### config.mk
export PLATFORM = sky130hd
export DESIGN_NAME = ext_irq_ctrl
export DESIGN_NICKNAME = d
export VERILOG_FILES = /design/src/rtl/ext_irq_pkg.sv /design/src/rtl/ext_irq_sync.sv /design/src/rtl/ext_irq_detect.sv /design/src/rtl/ext_irq_src.sv /design/src/rtl/ext_irq_arb.sv /design/src/rtl/ext_irq_ctrl.sv
export SDC_FILE = /design/constraint.sdc
export NUM_CORES = 1
export LEC_CHECK = 0
export BUFFER_PORTS_ARGS = -buffer_cell sky130_fd_sc_hd__clkbuf_2
export CAP_MARGIN = 20
export CORE_MARGIN = 1.5
export CORE_UTILIZATION = 40
export CTS_CLUSTER_SIZE = 20
export DETAILED_ROUTE_END_ITERATION = 8
export PLACE_DENSITY = 0.76
export SETUP_SLACK_MARGIN = 0.05
export SLEW_MARGIN = 10
export SYNTH_ARGS = -nofsm -noshare
export SYNTH_HDL_FRONTEND = slang
export SYNTH_HIERARCHICAL = 1
export SYNTH_SLANG_ARGS = --single-unit
### constraint.sdc
create_clock -name clk -period 1.5 [get_ports clk]
set_clock_uncertainty 0.05 [all_clocks]
set_input_delay 0.375 -clock clk [delete_from_list [all_inputs] [get_ports clk]]
set_output_delay 0.375 -clock clk [all_outputs]
set_load 0.01 [all_outputs]
### src/rtl/ext_irq_pkg.sv
package ext_irq_pkg;

  typedef enum logic [1:0] {
    REG_ENABLE = 2'd0,
    REG_SENSE  = 2'd1,
    REG_FLAGS  = 2'd2,
    REG_NONE   = 2'd3
  } reg_sel_e;

  // Vector slot of source idx: slots step down by a triangular spacing.
  function automatic logic [15:0] vec_slot(input logic [15:0] top, input int idx);
    return top - 16'(idx * (idx + 1));
  endfunction

  // Trigger condition for one synchronised line (active low).
  function automatic logic trig(input logic level_mode, input logic prev, input logic cur);
    return level_mode ? ~cur : (prev & ~cur);
  endfunction

endpackage

### src/rtl/ext_irq_sync.sv
module ext_irq_sync #(
  parameter int N      = 3,
  parameter int STAGES = 2
) (
  input  logic         clk,
  input  logic         rst_n,
  input  logic [N-1:0] din,
  output logic [N-1:0] dout
);
  generate
    for (genvar i = 0; i < N; i++) begin : g_line
      logic [STAGES-1:0] chain_q;
      always_ff @(posedge clk or negedge rst_n) begin
        if (!rst_n) chain_q <= '1;
        else        chain_q <= {chain_q[STAGES-2:0], din[i]};
      end
      assign dout[i] = chain_q[STAGES-1];
    end
  endgenerate
endmodule

### src/rtl/ext_irq_detect.sv
module ext_irq_detect
  import ext_irq_pkg::*;
#(
  parameter int N = 3
) (
  input  logic         clk,
  input  logic         rst_n,
  input  logic [N-1:0] smp,
  input  logic [N-1:0] level_sel,
  output logic [N-1:0] evt
);
  logic [N-1:0] prev_q;

  always_ff @(posedge clk or negedge rst_n) begin
    if (!rst_n) prev_q <= '1;
    else        prev_q <= smp;
  end

  generate
    for (genvar i = 0; i < N; i++) begin : g_evt
      assign evt[i] = trig(level_sel[i], prev_q[i], smp[i]);
    end
  endgenerate
endmodule

### src/rtl/ext_irq_src.sv
module ext_irq_src #(
  parameter int N = 3
) (
  input  logic         clk,
  input  logic         rst_n,
  input  logic [N-1:0] evt,
  input  logic [N-1:0] ack_clr,
  input  logic [N-1:0] w1c,
  output logic [N-1:0] latch,
  output logic [N-1:0] flag
);
  generate
    for (genvar i = 0; i < N; i++) begin : g_src
      logic latch_q, flag_q;
      always_ff @(posedge clk or negedge rst_n) begin
        if (!rst_n) begin
          latch_q <= 1'b0;
          flag_q  <= 1'b0;
        end else begin
          // capture: set wins over acknowledge
          latch_q <= evt[i] | (latch_q & ~ack_clr[i]);
          // flag: set wins over clear; an unconsumed capture re-asserts it
          flag_q  <= evt[i] | latch_q | (flag_q & ~w1c[i]);
        end
      end
      assign latch[i] = latch_q;
      assign flag[i]  = flag_q;
    end
  endgenerate
endmodule

### src/rtl/ext_irq_arb.sv
module ext_irq_arb
  import ext_irq_pkg::*;
#(
  parameter int          N       = 3,
  parameter logic [15:0] VEC_TOP = 16'h3FFA
) (
  input  logic [N-1:0] flag,
  input  logic [N-1:0] en,
  input  logic         imask,
  output logic         req,
  output logic [N-1:0] win_oh,
  output logic [15:0]  vec
);
  logic [N-1:0] hit;
  assign hit = flag & en;

  always_comb begin
    win_oh = '0;
    vec    = VEC_TOP;
    for (int i = N - 1; i >= 0; i--) begin
      if (hit[i]) begin
        win_oh    = '0;
        win_oh[i] = 1'b1;
        vec       = vec_slot(VEC_TOP, i);
      end
    end
  end

  assign req = (|hit) & ~imask;
endmodule

### src/rtl/ext_irq_ctrl.sv
module ext_irq_ctrl
  import ext_irq_pkg::*;
#(
  parameter int          NSRC    = 3,
  parameter logic [15:0] VEC_TOP = 16'h3FFA
) (
  input  logic            clk,
  input  logic            rst_n,
  input  logic [NSRC-1:0] line_n,
  input  logic            imask,
  input  logic            ack,
  input  logic            reg_wr,
  input  logic [1:0]      reg_addr,
  input  logic [NSRC-1:0] reg_wdata,
  output logic [NSRC-1:0] reg_rdata,
  output logic            irq_req,
  output logic [15:0]     vec_addr
);
  logic [NSRC-1:0] en_q, sense_q;
  logic [NSRC-1:0] smp_w, evt_w, latch_w, flag_w, win_w, ack_clr_w, w1c_w;
  reg_sel_e        sel;

  assign sel = reg_sel_e'(reg_addr);

  always_ff @(posedge clk or negedge rst_n) begin
    if (!rst_n) begin
      en_q    <= '0;
      sense_q <= '0;
    end else if (reg_wr) begin
      if (sel == REG_ENABLE) en_q    <= reg_wdata;
      if (sel == REG_SENSE)  sense_q <= reg_wdata;
    end
  end

  assign w1c_w     = (reg_wr && sel == REG_FLAGS) ? reg_wdata : '0;
  assign ack_clr_w = ack ? win_w : '0;

  always_comb begin
    unique case (sel)
      REG_ENABLE: reg_rdata = en_q;
      REG_SENSE:  reg_rdata = sense_q;
      REG_FLAGS:  reg_rdata = flag_w;
      default:    reg_rdata = '0;
    endcase
  end

  ext_irq_sync #(.N(NSRC), .STAGES(2)) u_sync (
    .clk(clk), .rst_n(rst_n), .din(line_n), .dout(smp_w));

  ext_irq_detect #(.N(NSRC)) u_det (
    .clk(clk), .rst_n(rst_n), .smp(smp_w), .level_sel(sense_q), .evt(evt_w));

  ext_irq_src #(.N(NSRC)) u_src (
    .clk(clk), .rst_n(rst_n), .evt(evt_w), .ack_clr(ack_clr_w), .w1c(w1c_w),
    .latch(latch_w), .flag(flag_w));

  ext_irq_arb #(.N(NSRC), .VEC_TOP(VEC_TOP)) u_arb (
    .flag(flag_w), .en(en_q), .imask(imask), .req(irq_req), .win_oh(win_w),
    .vec(vec_addr));
endmodule

======== Yosys cells after proc, flatten, opt, wreduce, memory -nomap -nowiden ========
Cells that the tools add are included.
word-level totals
  bits in registers ....................... 21
  bits of input ports ..................... 13
  output and inout port bits .............. 20
operators by class
  eq/ne operators ......................... 2
  multiplexer cells ....................... 12
  bitwise gates (word level) .............. 30
  reductions and logical operators ........ 5
operators with widths
  cell                                           number
  2-to-1 mux 3 bit                               5
  2-to-1 mux 4 bit                               3
  bitwise AND 1 bit                              10
  inverter 1 bit                                 10
  OR 1 bit                                       9
  case mux 3 bit (3 select lines)                1
  AND reduction 2 bit                            2
  bitwise AND 3 bit                              1
  2-to-1 mux 1 bit                               3
  OR reduction 3 bit                             1
  == test 2 x 1 -> 1 bit, second input constant  1
  == test 2 bit, second input constant           1
  logical NOT 2 bit                              1
  logical AND 1 bit                              1

======== Depth between registers and ports, before layout ========
Gate-level depths: netlist of the first run.
  depth after elaboration ................. 8
  depth in mapped cells ................... 7

======== Modules after synthesis ========
Netlist of the first run, hierarchy kept.
by module, submodules not included
  module          times used  cells each  area each (um2)
  ext_irq_ctrl    1           29          370.4
  ext_irq_src     1           27          266.5
  ext_irq_sync    1           9           180.2
  ext_irq_arb     1           25          168.9
  ext_irq_detect  1           6           108.9

======== Worst setup path after synthesis of the first run ========
Ideal clock, no wire load.
  path kind ............................... reg-to-reg
  from .................................... register u_src.g_src[0].flag_q
  to ...................................... register u_src.g_src[2].latch_q
  setup time .............................. 0.118 ns
  arrival time ............................ 1.198 ns
  slack ................................... 0.134 ns
  cell stages (with the launch flop) ...... 8
  path buffers ............................ 2
  period minus slack after synthesis ...... 1.366 ns
  cells stage by stage .................... dfrtp_1 -> buf_4 -> nand2_2 -> and3b_1 -> buf_4 -> and2_1 -> inv_1 -> a21o_1
on the way
  cells in the longest elaborated chain, start to end .. 6
ends and longest elaborated chain
  what                      RTL line            text
  start: declaration        ext_irq_src.sv:14   logic latch_q, flag_q;
  start signal: assignment  ext_irq_src.sv:23   flag_q <= evt[i] | latch_q | (flag_q & ~w1c[i]);
  bitwise AND 3 bit         ext_irq_arb.sv:15   assign hit = flag & en;
  2-to-1 mux 3 bit          ext_irq_arb.sv:21   if (hit[i]) begin
  via win_w[2]              ext_irq_ctrl.sv:20  logic [NSRC-1:0] smp_w, evt_w, latch_w, flag_w, win_w, ack_clr_w, w1c_w;
  2-to-1 mux 3 bit          ext_irq_ctrl.sv:36  assign ack_clr_w = ack ? win_w : '0;
  via ack_clr_w[2]          ext_irq_ctrl.sv:20
  inverter 1 bit            ext_irq_src.sv:21   latch_q <= evt[i] | (latch_q & ~ack_clr[i]);
  bitwise AND 1 bit         ext_irq_src.sv:21
  OR 1 bit                  ext_irq_src.sv:21
  end signal: assignment    ext_irq_src.sv:21
  end: declaration          ext_irq_src.sv:14
The timed path passes the listed nets, and every way through them passes these cells.
A chain may end at the register's enable or synchronous reset.

======== Worst setup path in the final report of the first run ========
  from .................................... register u_src.g_src[1].flag_q
  to ...................................... output port vec_addr[1]
on the way
  cells in the longest elaborated chain, start to end .. 3
ends and longest elaborated chain
  what                            RTL line            text
  start: declaration              ext_irq_src.sv:14
  start signal: assignment        ext_irq_src.sv:23
  bitwise AND 3 bit               ext_irq_arb.sv:15
  2-to-1 mux 4 bit (2 in series)  ext_irq_arb.sv:21
  end: declaration                ext_irq_ctrl.sv:17  output logic [15:0] vec_addr
No other way between the ends.

==> metrics.md, run 1 <==
| Metric | Value |
|---|---|
| Hpwl dp | around 1.3 mm |
| Syn. warnings | 6 |
| Fin crit period | 1.57 ns |
| Synth Cell Area | about 1100 um^2 |
| Initial core utilization | roughly 43% |
| Post-route DRC violation count | 0 |
| Clk sinks | 21 |
| Reg-to-reg setup timing slack | 0.32 ns |
| Die height | 54.8 um |
| Vias post-DR | 640 |
| Via/cell ratio | 4.54 |
| CTS max path bufs | 2 |
| Number of global-route vias before repair | 611 |
| H-tree levels | 1 |
| Period utilization | 105% |
| Commonest cells after routing, fill and taps aside | clkbuf_2, conb_1, dfrtp_1 |
| IO Pins | 33 |
| Worst-Skew Late Latency | between 0.2 and 0.3 ns |
| Most common cell after layout, fill and taps aside | clkbuf_2 |
| Row count | 18 |
| Hold Vio Cnt, Final | 0 |
| Largest net degree at the start of global routing | 22 |
| Tot GR Track Use | 12.6% |
| Final Net Count | about 130 |
| RSZ-0062 raised after global routing | true |
| RR Startpoint | en_q[0]$_DFFE_PN0P_ |
| Final Max Slew Viols | 0 |
| Initial antenna violation count | 0 |
| Reg2reg end | u_src/g_src[2].latch_q$_DFF_PN0_ |
| Worst path arrival time | 1.15 ns |
| Leakage power | approximately 0.59 nW |
| Crit path launch | u_src/g_src[1].flag_q$_DFF_PN0_ |
| Crit end category | output port |
| Setup violators final | 6 |
| Outcome | finished, violations left |
| Final worst slack | -0.0708 ns |
| CP startpoint kind | register |
| Met1 Wirelength | 699 um |
| Pwr Density | roughly 1000 nW/um^2 |
| CTS buffer count | 3 |
| Mean post-synth cell area | 11.5 um^2 |
| R2R depth | 5 |
| First-pass GRT wire length | approximately 2.6 mm |
| Share of layout cells above drive strength 1 | 40.5% |
| Max Cap Viol | 0 |
| Critical Path RT | 1.07 ns |
| RePlAce Congestion | a little over 0.8 |
| Final instance area | between 1000 and 1500 um^2 |
| Initial DRC count | 3 |
| Routed WL | 1.62 mm |
| Worst hold stages | 1 |
| Die area | roughly 3000 um^2 |
| IO Port Bufs | 19 |
| P&R area growth vs syn | 8.28% |
| Fmax | 0.637 GHz |
| Wire length on met3 | ~110 um |
| Placed cell area | 1110 um^2 |
| Total power | 1.18 mW |
| Failing checks | setup timing |
| DIE WIDTH | 54.8 um |
| Root buf cell | clkbuf_4 |
| Clock slew at the register clock pins of the worst setup and hold paths | 0.10 ns |
| Worst-path fanout max | 5 |
| Core area | 2500 um^2 |
| Routed length on met2 | 797 um |
| # diodes | 0 |
| Setup CP Type | reg2out |
| Initial DRT Pass Iterations | 4 |
| Peak VDD IR | around 0.60 mV |
| Hold EP | u_sync/g_line[1].chain_q[0]$_DFF_PN1_ |
| Hold WC Path Type | in2reg |
| Top layer used by detailed routing | met4 |
| Grt ovf | 0 |
| Syn Inst Count | 93 |
| TritonCTS clock tree | done |
| Routed length per instance | 11.5 um |
| HP Start | line_n[1] |
| Final antenna-violating net count | 0 |
==> cell type report <==
class	instances	area [um^2]
fillers	231	1340
clock buffers	4	26.3
multi-input cells	55	392
well taps	30	37.5
repair buffers	24	141
flip-flops and latches	21	538
inverters	7	26.3
==> power by group <==
group / internal, mW / total [mW] / switching [mW]
Clock: 0.103 / 0.254 / 0.151
Combinational: 0.126 / 0.251 / 0.125
Sequential: 0.634 / 0.677 / 0.0425
Total: 0.864 / 1.18 / 0.318
==> registers in the layout, summed over array words and instances, names as in the netlist <==
register and count:
sense_q 3, u_src/g_src.latch_q 3, u_det/prev_q 3, en_q 3, u_sync/g_line.chain_q 6, u_src/g_src.flag_q 3
==> metal layers <==
layer	vias up	global-route usage (%)
met2	27	21.6
met3	2	1.64
met1	300	14.8
met4	0	7.50
met5	-	0
li1	311	-
==> metrics by stage <==
step | hold slack, ns | TNS, ns | setup slack (ns) | util (%) | std cells
global route | 0.0852 | -0.766 | -0.136 | 46.4 | 141
CTS | 0.0886 | -0.404 | -0.0898 | 45.8 | 140
floorplan | 0.0294 | 0 | 0.134 | - | 104
finish | 0.102 | -0.179 | -0.0708 | 46.4 | 141
detailed placement | 0.297 | -0.00688 | -0.00628 | 44.3 | 135
global placement | 0.295 | 0 | 0.000885 | 44.3 | 135
==> repair_timing <==
action	in CTS	in global routing
setup buffers	0	1
gates resized for setup	1	6
hold endpoints to repair	12	0
setup endpoints to repair	7	7
pin swaps	8	2
hold buffers	1	0
==> how the worst max path moves through the flow <==
stage,end,cells after the start
6_report,vec_addr[1],3
5_1_grt,vec_addr[2],3
4_1_cts,vec_addr[2],3
3_5_place_dp,reg_rdata[1],4
3_3_place_gp,reg_rdata[1],4
2_1_floorplan,u_src/g_src[2].latch_q$_DFF_PN0_,7
==> worst max-delay path, stage by stage, from the launching register on <==
cell and delay, ns:
dfrtp_1 0.40, nand2_2 0.10, a22o_2 0.24, buf_6 0.12
No activity file was read; power rests on OpenSTA's default activity.
==> inputs of run 2 (changes only) <==
- CORE_ASPECT_RATIO: not set -> 0.9
- GPL_ROUTABILITY_DRIVEN: not set -> 0
==> metrics.md, run 2 (synthesis results as in run 1) <==
| Metric | Value |
|---|---|
| H-tree levels | 1 (unchanged) |
| Crit end category | output port |
| Final antenna-violating net count | 0 (unchanged) |
| Slowest Stage Delay on Critical Path | 0.43 ns (+0.03 ns) |
| Vias post-DR | 660 (+3.1%) |
| First-pass GRT wire length | 3.09 mm (+18%) |
| P&R area growth vs syn | 10.0% |
| Initial DRT Pass Iterations | 2 (-2) |
| Peak VDD IR | 0.786 mV (+32%) |
| Post-Place Worst Slack | -0.0134 ns (-0.00714 ns) |
| R2R depth | 6 (+1) |
| Commonest cells after routing, fill and taps aside | conb_1, dfrtp_1, clkbuf_2 |
| Placed insts | 133 (-1.5%) |
| Number of global-route vias before repair | 730 (+19%) |
| Post-route DRC violation count | 0 (unchanged) |
| Grt ovf | 0 (unchanged) |
| Die area | 3000 um^2 (about the same) |
| Clk sinks | 21 (unchanged) |
| CTS buffer count | 3 (unchanged) |
| RSZ-0062 raised after global routing | true |
| Reg2reg end | u_src/g_src[1].latch_q$_DFF_PN0_ |
| Final Max Slew Viols | 0 (unchanged) |
| CP bufs+invs | 1 (unchanged) |
| CTS max path bufs | 2 (unchanged) |
| TritonCTS clock tree | done |
| Routed length per instance | 12.4 um (+7.8%) |
| Setup violators final | 7 (+1) |
| Share of layout cells above drive strength 1 | 41.2% (+0.69 points) |
| Leakage power | 0.599 nW (+2.4%) |
| Final Net Count | 128 (+2.4%) |
| Die height | 52.1 um (-4.8%) |
| CP startpoint kind | register |
| Max-slew headroom | approximately 66% |
| FILL cells | 238 (+3.0%) |
| Period utilization | 106% (+1.4 points) |
| Setup crit end | vec_addr[1] |
| Worst-path fanout max | 4 (-1) |
| Hpwl dp | 1.30 mm (+0.63%) |
| Routed WL | 1.76 mm (+8.5%) |
| Final instance area | 1180 um^2 (+1.6%) |
| Fmax | 0.628 GHz (-1.4%) |
| Worst-Skew Late Latency | 0.30 ns (about the same) |
| IO Pins | 33 (unchanged) |
| GR Util met1 | 15.7% (+0.87 points) |
| DIE WIDTH | 57.6 um (+5.1%) |
| Outcome | finished, violations left |
| CP delay by family, top | flip-flops |
| Core area | 2490 um^2 (-0.45%) |
| Initial core utilization | 43.1% (+0.19 points) |
| Failing checks | setup timing |
| Root buf cell | clkbuf_4 |
| Met3 usage | 2.49% (+0.85 points) |
| Initial DRC count | 3 (unchanged) |
| RR Startpoint | en_q[0]$_DFFE_PN0P_ |
| # diodes | 0 (unchanged) |
| Non-Filler Instances | 142 (+0.71%) |
| IO Port Bufs | 19 (unchanged) |
| Placed cell area | 1100 um^2 (-0.23%) |
| Hold Vio Cnt, Final | 0 (unchanged) |
| Final worst slack | -0.0925 ns (-0.0217 ns) |
| Max FFs per register | 6 (unchanged) |
| Row count | 17 (-1) |
| Tot GR Track Use | 13.8% (+1.2 points) |
| Setup CP Type | reg2out |
| Worst path arrival time | 1.17 ns (+0.02 ns) |
| Hold Slack | 0.0890 ns (-0.0134 ns) |
| Register with the most flip-flops | u_sync/g_line.chain_q |
| Initial antenna violation count | 0 (unchanged) |
| Fin crit period | 1.59 ns (+0.0217 ns) |
| Most common cell after layout, fill and taps aside | conb_1 |
| Critical Path RT | 1.07 ns (about the same) |
| CP Depth | 3 (unchanged) |
| Global-route met2 utilization | 24.2% (+2.6 points) |
| Crit path launch | u_src/g_src[2].flag_q$_DFF_PN0_ |
| Worst hold stages | 1 (unchanged) |
| Pwr Density | 1030 nW/um^2 (+1.3%) |
| Actual slew at the worst max-slew pin | roughly 0.50 ns |
| Via/cell ratio | 4.65 (+2.4%) |
| Hold WC Path Type | in2reg |
| Reg-to-reg setup timing slack | 0.21 ns (-0.11 ns) |
| Slowest CP cell | dfrtp_1 |
| GR peak layer | met2 |
| Max Cap Viol | 0 (unchanged) |
| Clock slew at the register clock pins of the worst setup and hold paths | 0.11 ns (about the same) |
| Largest net degree at the start of global routing | 22 (unchanged) |
| Crit path cell chain | nand2_2 > a22o_2 > buf_6 |
-- run 2: how the worst min path moves through the flow --
stage / slack (ns) / end / from
2_1_floorplan: 0.03 / en_q[0]$_DFFE_PN0P_ / rst_n
3_3_place_gp: 0.30 / u_sync/g_line[2].chain_q[1]$_DFF_PN1_ / u_sync/g_line[2].chain_q[0]$_DFF_PN1_
3_5_place_dp: 0.30 / u_sync/g_line[1].chain_q[1]$_DFF_PN1_ / u_sync/g_line[1].chain_q[0]$_DFF_PN1_
4_1_cts: 0.08 / u_sync/g_line[1].chain_q[0]$_DFF_PN1_ / line_n[1]
5_1_grt: 0.07 / u_sync/g_line[1].chain_q[0]$_DFF_PN1_ / line_n[1]
6_report: 0.09 / u_sync/g_line[0].chain_q[0]$_DFF_PN1_ / line_n[0]
-- run 2: where the power goes --
| part | switching [mW] | internal [mW] | total, mW |
|---|---|---|---|
| Sequential | 0.0428 | 0.634 | 0.677 |
| Clock | 0.163 | 0.104 | 0.267 |
| Combinational | 0.131 | 0.142 | 0.273 |
| Total | 0.337 | 0.880 | 1.22 |
-- run 2: per-stage QoR --
step,power [mW],utilization [%],TNS [ns]
6_report,1.22,47.4,-0.327
3_5_place_dp,0.927,44.4,-0.0144
2_1_floorplan,0.868,-,0
4_1_cts,1.22,46.9,-0.467
3_3_place_gp,0.917,44.4,0
5_1_grt,1.29,47.4,-0.846
-- run 2: cell type report --
type	instances	area, um^2	area share [%]
Tap cell	28	35.0	2.97
Sequential cell	21	537	45.5
Multi-Input combinational cell	55	392	33.2
Clock buffer	4	26.3	2.23
Inverter	7	26.3	2.23
Timing Repair Buffer	27	164	13.9
-- run 2: what timing repair did --
item	in CTS	in global routing
pin swaps	9	6
hold endpoints to repair	12	0
hold buffers	1	0
resized for setup	1	8
endpoints found under the setup margin	7	7
setup buffers	3	1
-- run 2: routing by layer --
layer	vias to the layer above	wire length, um	share of wire (%)
met3	6	94	5.4
met1	316	802	46
met5	-	0	0
met2	24	808	46
met4	0	50	2.8
li1	314	-	-
